<file path="src/rtl/dptr_pkg.sv">
package dptr_pkg;

    localparam int DATA_W    = 8;
    localparam int SFR_AW    = 8;
    localparam int PTR_W     = 16;
    localparam int NUM_BANKS = 2;
    localparam int BYTES     = PTR_W / DATA_W;
    localparam int SEL_W     = (NUM_BANKS > 1) ? $clog2(NUM_BANKS) : 1;

    localparam logic [SFR_AW-1:0] DPTR_BASE = 8'h82;
    localparam logic [SFR_AW-1:0] CTRL_ADDR = 8'h96;

    localparam int BIT_MWE  = 4;
    localparam int BIT_MEN  = 3;
    localparam int BIT_SEL  = 2;
    localparam int BIT_KICK = 1;

    typedef struct packed {
        logic mwe;
        logic men;
        logic sel;
    } ctrl_t;

    typedef enum logic {EE_IDLE = 1'b0, EE_BUSY = 1'b1} ee_state_t;

    function automatic ctrl_t ctrl_unpack(input logic [DATA_W-1:0] d);
        ctrl_t c;
        c.mwe = d[BIT_MWE];
        c.men = d[BIT_MEN];
        c.sel = d[BIT_SEL];
        return c;
    endfunction

    function automatic logic [DATA_W-1:0] ctrl_pack(input ctrl_t c, input logic rdy);
        logic [DATA_W-1:0] d;
        d           = '0;
        d[BIT_MWE]  = c.mwe;
        d[BIT_MEN]  = c.men;
        d[BIT_SEL]  = c.sel;
        d[BIT_KICK] = rdy;
        return d;
    endfunction

endpackage

</file>
<file path="src/rtl/dptr_bank_file.sv">
module dptr_bank_file
    import dptr_pkg::*;
#(
    parameter int PW  = PTR_W,
    parameter int DW  = DATA_W,
    parameter int AW  = SFR_AW,
    parameter int NB  = NUM_BANKS,
    parameter int SW  = SEL_W,
    parameter logic [AW-1:0] BASE = DPTR_BASE
) (
    input  logic                   clk,
    input  logic                   rst,
    input  logic [SW-1:0]          sel,
    input  logic                   inc,
    input  logic                   wr,
    input  logic [AW-1:0]          waddr,
    input  logic [DW-1:0]          wdata,
    output logic [NB-1:0][PW-1:0]  ptrs
);
    localparam int NBYTE = PW / DW;

    for (genvar b = 0; b < NB; b++) begin : g_bank
        logic [NBYTE-1:0] hit;
        logic [PW-1:0]    ptr_q;

        for (genvar j = 0; j < NBYTE; j++) begin : g_byte
            localparam logic [AW-1:0] BYTE_ADDR = AW'(int'(BASE) + b * NBYTE + j);
            assign hit[j] = wr && (waddr == BYTE_ADDR);
        end

        always_ff @(posedge clk) begin
            if (rst) begin
                ptr_q <= '0;
            end else if (|hit) begin
                for (int j = 0; j < NBYTE; j++) begin
                    if (hit[j]) ptr_q[j*DW +: DW] <= wdata;
                end
            end else if (inc && (sel == SW'(b))) begin
                ptr_q <= ptr_q + 1'b1;
            end
        end

        assign ptrs[b] = ptr_q;
    end
endmodule

</file>
<file path="src/rtl/ee_write_seq.sv">
module ee_write_seq
    import dptr_pkg::*;
(
    input  logic clk,
    input  logic rst,
    input  logic start,
    input  logic done,
    output logic busy
);
    ee_state_t state_q;

    always_ff @(posedge clk) begin
        if (rst) begin
            state_q <= EE_IDLE;
        end else begin
            case (state_q)
                EE_IDLE: if (start) state_q <= EE_BUSY;
                EE_BUSY: if (done)  state_q <= EE_IDLE;
                default:            state_q <= EE_IDLE;
            endcase
        end
    end

    assign busy = (state_q == EE_BUSY);
endmodule

</file>
<file path="src/rtl/access_router.sv">
module access_router
    import dptr_pkg::*;
#(
    parameter int PW = PTR_W,
    parameter int DW = DATA_W
) (
    input  logic          mem_req,
    input  logic          mem_we,
    input  logic [DW-1:0] mem_wdata,
    input  logic [PW-1:0] addr,
    input  logic          men,
    input  logic          mwe,
    input  logic          busy,
    input  logic [DW-1:0] ee_rdata,
    input  logic [DW-1:0] xm_rdata,
    output logic          ee_req,
    output logic          ee_we,
    output logic [PW-1:0] ee_addr,
    output logic [DW-1:0] ee_wdata,
    output logic          xm_req,
    output logic          xm_we,
    output logic [PW-1:0] xm_addr,
    output logic [DW-1:0] xm_wdata,
    output logic [DW-1:0] mem_rdata,
    output logic          wr_start
);
    logic ee_go;

    always_comb begin
        ee_go     = mem_req && men && !busy && (!mem_we || mwe);
        ee_req    = ee_go;
        ee_we     = ee_go && mem_we;
        wr_start  = ee_go && mem_we;
        xm_req    = mem_req && !men;
        xm_we     = xm_req && mem_we;
        ee_addr   = addr;
        xm_addr   = addr;
        ee_wdata  = mem_wdata;
        xm_wdata  = mem_wdata;
        mem_rdata = men ? ee_rdata : xm_rdata;
    end
endmodule

</file>
<file path="src/rtl/dptr_mem_route.sv">
module dptr_mem_route
    import dptr_pkg::*;
#(
    parameter int PW = PTR_W,
    parameter int DW = DATA_W,
    parameter int AW = SFR_AW,
    parameter int NB = NUM_BANKS
) (
    input  logic          clk,
    input  logic          rst,
    input  logic [AW-1:0] sfr_addr,
    input  logic          sfr_wr,
    input  logic [DW-1:0] sfr_wdata,
    output logic [DW-1:0] sfr_rdata,
    input  logic          dptr_inc,
    input  logic          mem_req,
    input  logic          mem_we,
    input  logic [DW-1:0] mem_wdata,
    output logic [DW-1:0] mem_rdata,
    output logic          ee_req,
    output logic          ee_we,
    output logic [PW-1:0] ee_addr,
    output logic [DW-1:0] ee_wdata,
    input  logic [DW-1:0] ee_rdata,
    input  logic          ee_done,
    output logic          xm_req,
    output logic          xm_we,
    output logic [PW-1:0] xm_addr,
    output logic [DW-1:0] xm_wdata,
    input  logic [DW-1:0] xm_rdata,
    output logic          wdt_kick
);
    localparam int NBYTE = PW / DW;
    localparam int SW    = (NB > 1) ? $clog2(NB) : 1;

    ctrl_t                ctrl_q;
    logic                 kick_q;
    logic                 busy;
    logic                 wr_start;
    logic [NB-1:0][PW-1:0] ptrs;
    logic [SW-1:0]        sel;
    logic [PW-1:0]        act_ptr;
    logic                 ctrl_wr;

    assign ctrl_wr = sfr_wr && (sfr_addr == CTRL_ADDR);
    assign sel     = SW'(ctrl_q.sel);
    assign act_ptr = ptrs[sel];

    always_ff @(posedge clk) begin
        if (rst) begin
            ctrl_q <= '0;
            kick_q <= 1'b0;
        end else begin
            kick_q <= ctrl_wr && sfr_wdata[BIT_KICK];
            if (ctrl_wr) ctrl_q <= ctrl_unpack(sfr_wdata);
        end
    end

    assign wdt_kick = kick_q;

    dptr_bank_file #(.PW(PW), .DW(DW), .AW(AW), .NB(NB), .SW(SW), .BASE(DPTR_BASE)) u_banks (
        .clk   (clk),
        .rst   (rst),
        .sel   (sel),
        .inc   (dptr_inc),
        .wr    (sfr_wr),
        .waddr (sfr_addr),
        .wdata (sfr_wdata),
        .ptrs  (ptrs)
    );

    ee_write_seq u_seq (
        .clk   (clk),
        .rst   (rst),
        .start (wr_start),
        .done  (ee_done),
        .busy  (busy)
    );

    access_router #(.PW(PW), .DW(DW)) u_route (
        .mem_req   (mem_req),
        .mem_we    (mem_we),
        .mem_wdata (mem_wdata),
        .addr      (act_ptr),
        .men       (ctrl_q.men),
        .mwe       (ctrl_q.mwe),
        .busy      (busy),
        .ee_rdata  (ee_rdata),
        .xm_rdata  (xm_rdata),
        .ee_req    (ee_req),
        .ee_we     (ee_we),
        .ee_addr   (ee_addr),
        .ee_wdata  (ee_wdata),
        .xm_req    (xm_req),
        .xm_we     (xm_we),
        .xm_addr   (xm_addr),
        .xm_wdata  (xm_wdata),
        .mem_rdata (mem_rdata),
        .wr_start  (wr_start)
    );

    always_comb begin
        sfr_rdata = '0;
        if (sfr_addr == CTRL_ADDR) sfr_rdata = ctrl_pack(ctrl_q, !busy);
        for (int b = 0; b < NB; b++) begin
            for (int j = 0; j < NBYTE; j++) begin
                if (sfr_addr == AW'(int'(DPTR_BASE) + b * NBYTE + j))
                    sfr_rdata = ptrs[b][j*DW +: DW];
            end
        end
    end
endmodule

</file>
<file path="config.mk">
export PLATFORM = sky130hd
export DESIGN_NAME = dptr_mem_route
export DESIGN_NICKNAME = d
export VERILOG_FILES = /design/src/rtl/dptr_pkg.sv /design/src/rtl/dptr_bank_file.sv /design/src/rtl/ee_write_seq.sv /design/src/rtl/access_router.sv /design/src/rtl/dptr_mem_route.sv
export SDC_FILE = /design/constraint.sdc
export NUM_CORES = 1
export LEC_CHECK = 0
export CORE_MARGIN = 2
export CORE_UTILIZATION = 55
export CTS_BUF_LIST = sky130_fd_sc_hd__clkbuf_8
export DETAILED_ROUTE_END_ITERATION = 6
export DONT_BUFFER_PORTS = 1
export GPL_TIMING_DRIVEN = 0
export PLACE_DENSITY_LB_ADDON = 0.08
export SYNTH_ARGS = -nofsm -noshare
export SYNTH_HDL_FRONTEND = slang
export SYNTH_HIERARCHICAL = 1
export SYNTH_SLANG_ARGS = --single-unit
</file>
<file path="constraint.sdc">
create_clock -name clk -period 5.8 [get_ports clk]
set_input_delay 1.16 -clock clk [delete_from_list [all_inputs] [get_ports clk]]
set_output_delay 1.16 -clock clk [all_outputs]
set_load 0.005 [all_outputs]
</file>
# Word level (Yosys, flattened, before mapping)
# Cells that the tools add are included.
# word_totals
ff_bits	37
elab_cells	68
# op_classes
addsub	2
n_lt_le_gt_ge	1
reduce_logical	26
n_mux	19
n_eq_ne	9
n_bitwise	2
# ops
op	n
two-way mux 16 bit	6
two-way mux 8 bit	9
equality test 8 bit (second input constant)	5
adder 16 x 1 -> 16 bit (second input constant)	2
logical AND 1 bit	14
!= test 2 x 1 -> 1 bit (second input constant)	4
AND reduction 2 bit	4
two-way mux 5 bit	1
nonzero test 2 bit	2
OR reduction 2 bit	2
logical NOT 1 bit	3
less-than comparator 1 x 2 -> 1 bit (second input constant)	1
two-way mux 1 bit	2
inverter 1 bit	2
one-hot mux 1 bit (2 select lines)	1
logical OR 1 bit	1

# Longest topological paths before layout
# logic_depth
ltp_word	6
ltp_mapped	7
ltp_nobuf	6

# Modules after synthesis
# Netlist, hierarchy kept.
# modules_own_cells
mod	seq_area_each_um2	cells_per_inst	instances	area_each_um2
dptr_bank_file	640.6	276	1	2128.3
dptr_mem_route	80.1	98	1	800.8
access_router	0.0	65	1	541.8
ee_write_seq	20.0	4	1	48.8

# Worst setup path before layout
# No wires, ideal clock.
# synth_path
path_type	input -> output
startpoint	input sfr_addr[2]
endpoint	output sfr_rdata[4]
stages	5
arrival_ns	2.202
path_buffers	1
path_slack_ns	2.438
t_required_ns	4.640
path_cell_list	clkbuf_1 -> nor4b_1 -> nand3_1 -> o311a_1 -> nor2_1
# synth_between
elab_chain_len	6
elab_cells_between_ends	10
cone_classes	eq/ne (5); mux (5)
# synth_lines
item	line	rtl
start, declared	dptr_mem_route.sv:11	input logic [AW-1:0] sfr_addr,
equality test 8 bit	dptr_mem_route.sv:104	if (sfr_addr == CTRL_ADDR) sfr_rdata = ctrl_pack(ctrl_q, !busy);
two-way mux 5 bit	dptr_mem_route.sv:104	
two-way mux 8 bit (3 in series)	dptr_mem_route.sv:107	if (sfr_addr == AW'(int'(DPTR_BASE) + b * NBYTE + j))
two-way mux 8 bit (*)	dptr_mem_route.sv:107	
end, declared	dptr_mem_route.sv:14	output logic [DW-1:0] sfr_rdata,
# Mark *: on every way between the ends. The rest lies on a longest branch, timed or not.

# Worst setup path after layout
# Same ends and word-level chain as after synthesis.

==> results.yml <==
critical_path:
  reg2reg_depth: 6
  worstReg2RegEnd: "u_banks/g_bank[0].ptr_q[10]$_SDFFE_PP0P_"
  worst-r2r-setup-slack_ps: 3780
  crit_fanout: 10
  end_kind: "output pin"
  startpoint_type: "input port"
  required_ps: 4640
  rr_startpoint: "u_banks/g_bank[0].ptr_q[0]$_SDFFE_PP0P_"
  worstPathArrival_ps: 2510
  crit_type: "input port to output pin"
die:
  num_io_pins: 116
  fp.dieArea_sq_um: 7060
  core_area_sq_um: 6280
  num_rows: 29
  initial_utilization_pct: 56.1
  die_h_microns: 84.0
  die_w_microns: 84.0
yosys:
  yosys_register_bits: 37
  synth_nets: 492
  syn-cell-area_sq_um: 3520
  ys.flop_type: "dfxtp_1"
  netlist_top_cells_area: "dfxtp_1 (21%), buf_4 (10%), mux2_1 (5.1%), a21oi_1 (3.6%), o21ai_0 (3.6%)"
  yosys.area.top_type: "dfxtp_1"
  synth_edf_count: 0
  yosys-top-cells-count: "buf_4 (49), dfxtp_1 (37), nand2_1 (33)"
  synthArstFlopShare_pct: 0
  synthCells: 443
  syn_area_per_cell_sq_um: 7.94
  yosys_warnings: 6
  netlist.area_leader.share_pct: 21.0
  synth_cell_types: 74
  synth_most_common_cell: "buf_4"
  synth-seq-area-share_pct: 21.0
route:
  routed-via-count: 3607
  ant_nets: 0
  wl_per_cell_microns: 22.1
  dr.pass1.iters: 6
  drc: 0
  wl_mm: 11.7
  vias_per_cell: 6.83
  drt-initial-drc-count: 344
grt:
  grt_max_degree: 16
  grt_overflow: 0
  grt_usage_pct: 32.8
  grt_pass1_wl_mm: 18.0
  grt_pass1_vias: 3301
  antenna_found_initial: 0
job:
  cap_violations: 0
pwr:
  vdd_drop_max_v: 0.0000985
  power.leakage_nw: 1.33
  power.total_mw: 0.515
  powerDensity_nw_per_um2: 139
place:
  place_congestion: 0.984
  place_hpwl_mm: 8.89
  place.port_buffers: 0
cells_and_area:
  num_antenna_cells: 0
  layout-drive-gt1-share_pct: 19.7
  syn_to_final_growth_pct: 5.08
  fillers: 615
  seq_area_sq_um: 741
  multiInputGateArea_sq_um: 2320
  nNetsFinal: 499
clock_tree:
  hold_buffers: 0
  cts_buffers: 5
  cts_htree_levels: 2
  cts_tree: "yes"
  cts_setup_buffers: 0
  cts.repair.resized: 0
  clock_path_buffers: 2
  clk_latency_ps: 290
  clock-sinks: 37
  root_buffer: "clkbuf_8"
  clk_pin_slew_ps: 80
sta:
  relSlewSlack_pct: 49.9
  clock_skew_ps: 5.39
  period_needed_ps: 3670
  setup_tns_ps: 0
  hold_viol_final: 0
  setup_violations: 0
  rsz0062_at_grt: "false"
  tightest_slew_ps: 745
  clock.fmax_ghz: 0.273
  min_period_over_period_pct: 63.2
  timing.final.max_slew_violations: 0
worst_hold_path:
  whs_endpoint: "u_seq/busy$_SDFF_PP0_"
  holdPathStages: 2
  min_from: "u_seq/busy$_SDFF_PP0_"
  hp-class: "register to register"
run_status:
  outcome: "completed"
state kept, by name, summed over array words and instances, names as in the netlist:
name	count
u_banks/g_bank.ptr_q	32
sel	1
ctrl_q	2
u_seq/busy	1
wdt_kick	1
report_power, final:
group	internal, mW	switching (mW)
Sequential	0.256	0.00589
Combinational	0.0351	0.0351
Clock	0.0818	0.101
area by class of cell:
type	instances	area share [%]
Sequential cell	37	20.0
Buffer	64	12.0
Clock buffer	5	1.86
Inverter	4	0.406
Clock inverter	3	0.372
Tap cell	77	2.60
Multi-Input combinational cell	338	62.7
metal layers:
metal  wire, microns  global-route usage [%]  part of all wire, %  vias to the layer above
met2            5380                    53.8                   46                      244
met4             331                    11.6                  2.8                        0
met3            1200                    5.14                   10                       29
met1            4750                    43.7                   41                     1702
met5               0                       0                    0                        -
li1                -                       -                    -                     1632
per-stage QoR:
stage / cell area, sq um / util [%] / hold slack, ps / cells / worst slack, ps
after floorplan: 3520 / - / 476 / 443 / 2440
after global placement: 3620 / 57.6 / 508 / 520 / 2170
after detailed placement: 3620 / 57.6 / 510 / 520 / 2190
after CTS: 3700 / 58.9 / 523 / 528 / 2180
after global routing: 3700 / 58.9 / 563 / 528 / 2040
final: 3700 / 58.9 / 522 / 528 / 2130
critical path, stage by stage:
cell	delay, ps
clkbuf_1	200
nor4b_1	650
nand3_1	150
o311a_1	160
nor2_1	190
cell families after synthesis:
family	count (synthesis)	synth area share (%)
and+or+nand+nor	176	29.0
AOI/OAI and AO/OA	122	23.7
buffers and inverters	68	13.0
DFF	37	21.0
muxes	36	12.0
xor gates and xnor gates	2	0.498
adders and majority gates	2	0.711
cells in the final DEF, fill, tap and decap left out, types with 8 or more instances in the layout:
master,synthesis,layout
mux2_1,16,16
mux2i_1,10,10
dfxtp_1,37,37
nand2b_1,8,8
clkbuf_1,8,8
nor3_1,16,16
a21o_1,8,8
mux2_4,8,8
or3_1,11,11
nor2_1,29,29
a21oi_1,25,25
nand3_1,21,21
nand2_1,33,33
o21ai_0,25,25
buf_4,49,49
worst max path at each step:
stage / from / to / depth (start not counted)
2_1_floorplan: sfr_addr[2] / sfr_rdata[4] / 5
3_3_place_gp: sfr_addr[6] / sfr_rdata[1] / 3
3_5_place_dp: sfr_addr[2] / sfr_rdata[4] / 5
4_1_cts: sfr_addr[6] / sfr_rdata[1] / 3
5_1_grt: sfr_addr[2] / sfr_rdata[4] / 5
6_report: sfr_addr[2] / sfr_rdata[4] / 5
Note: power is estimated with default switching activity, not from simulation.
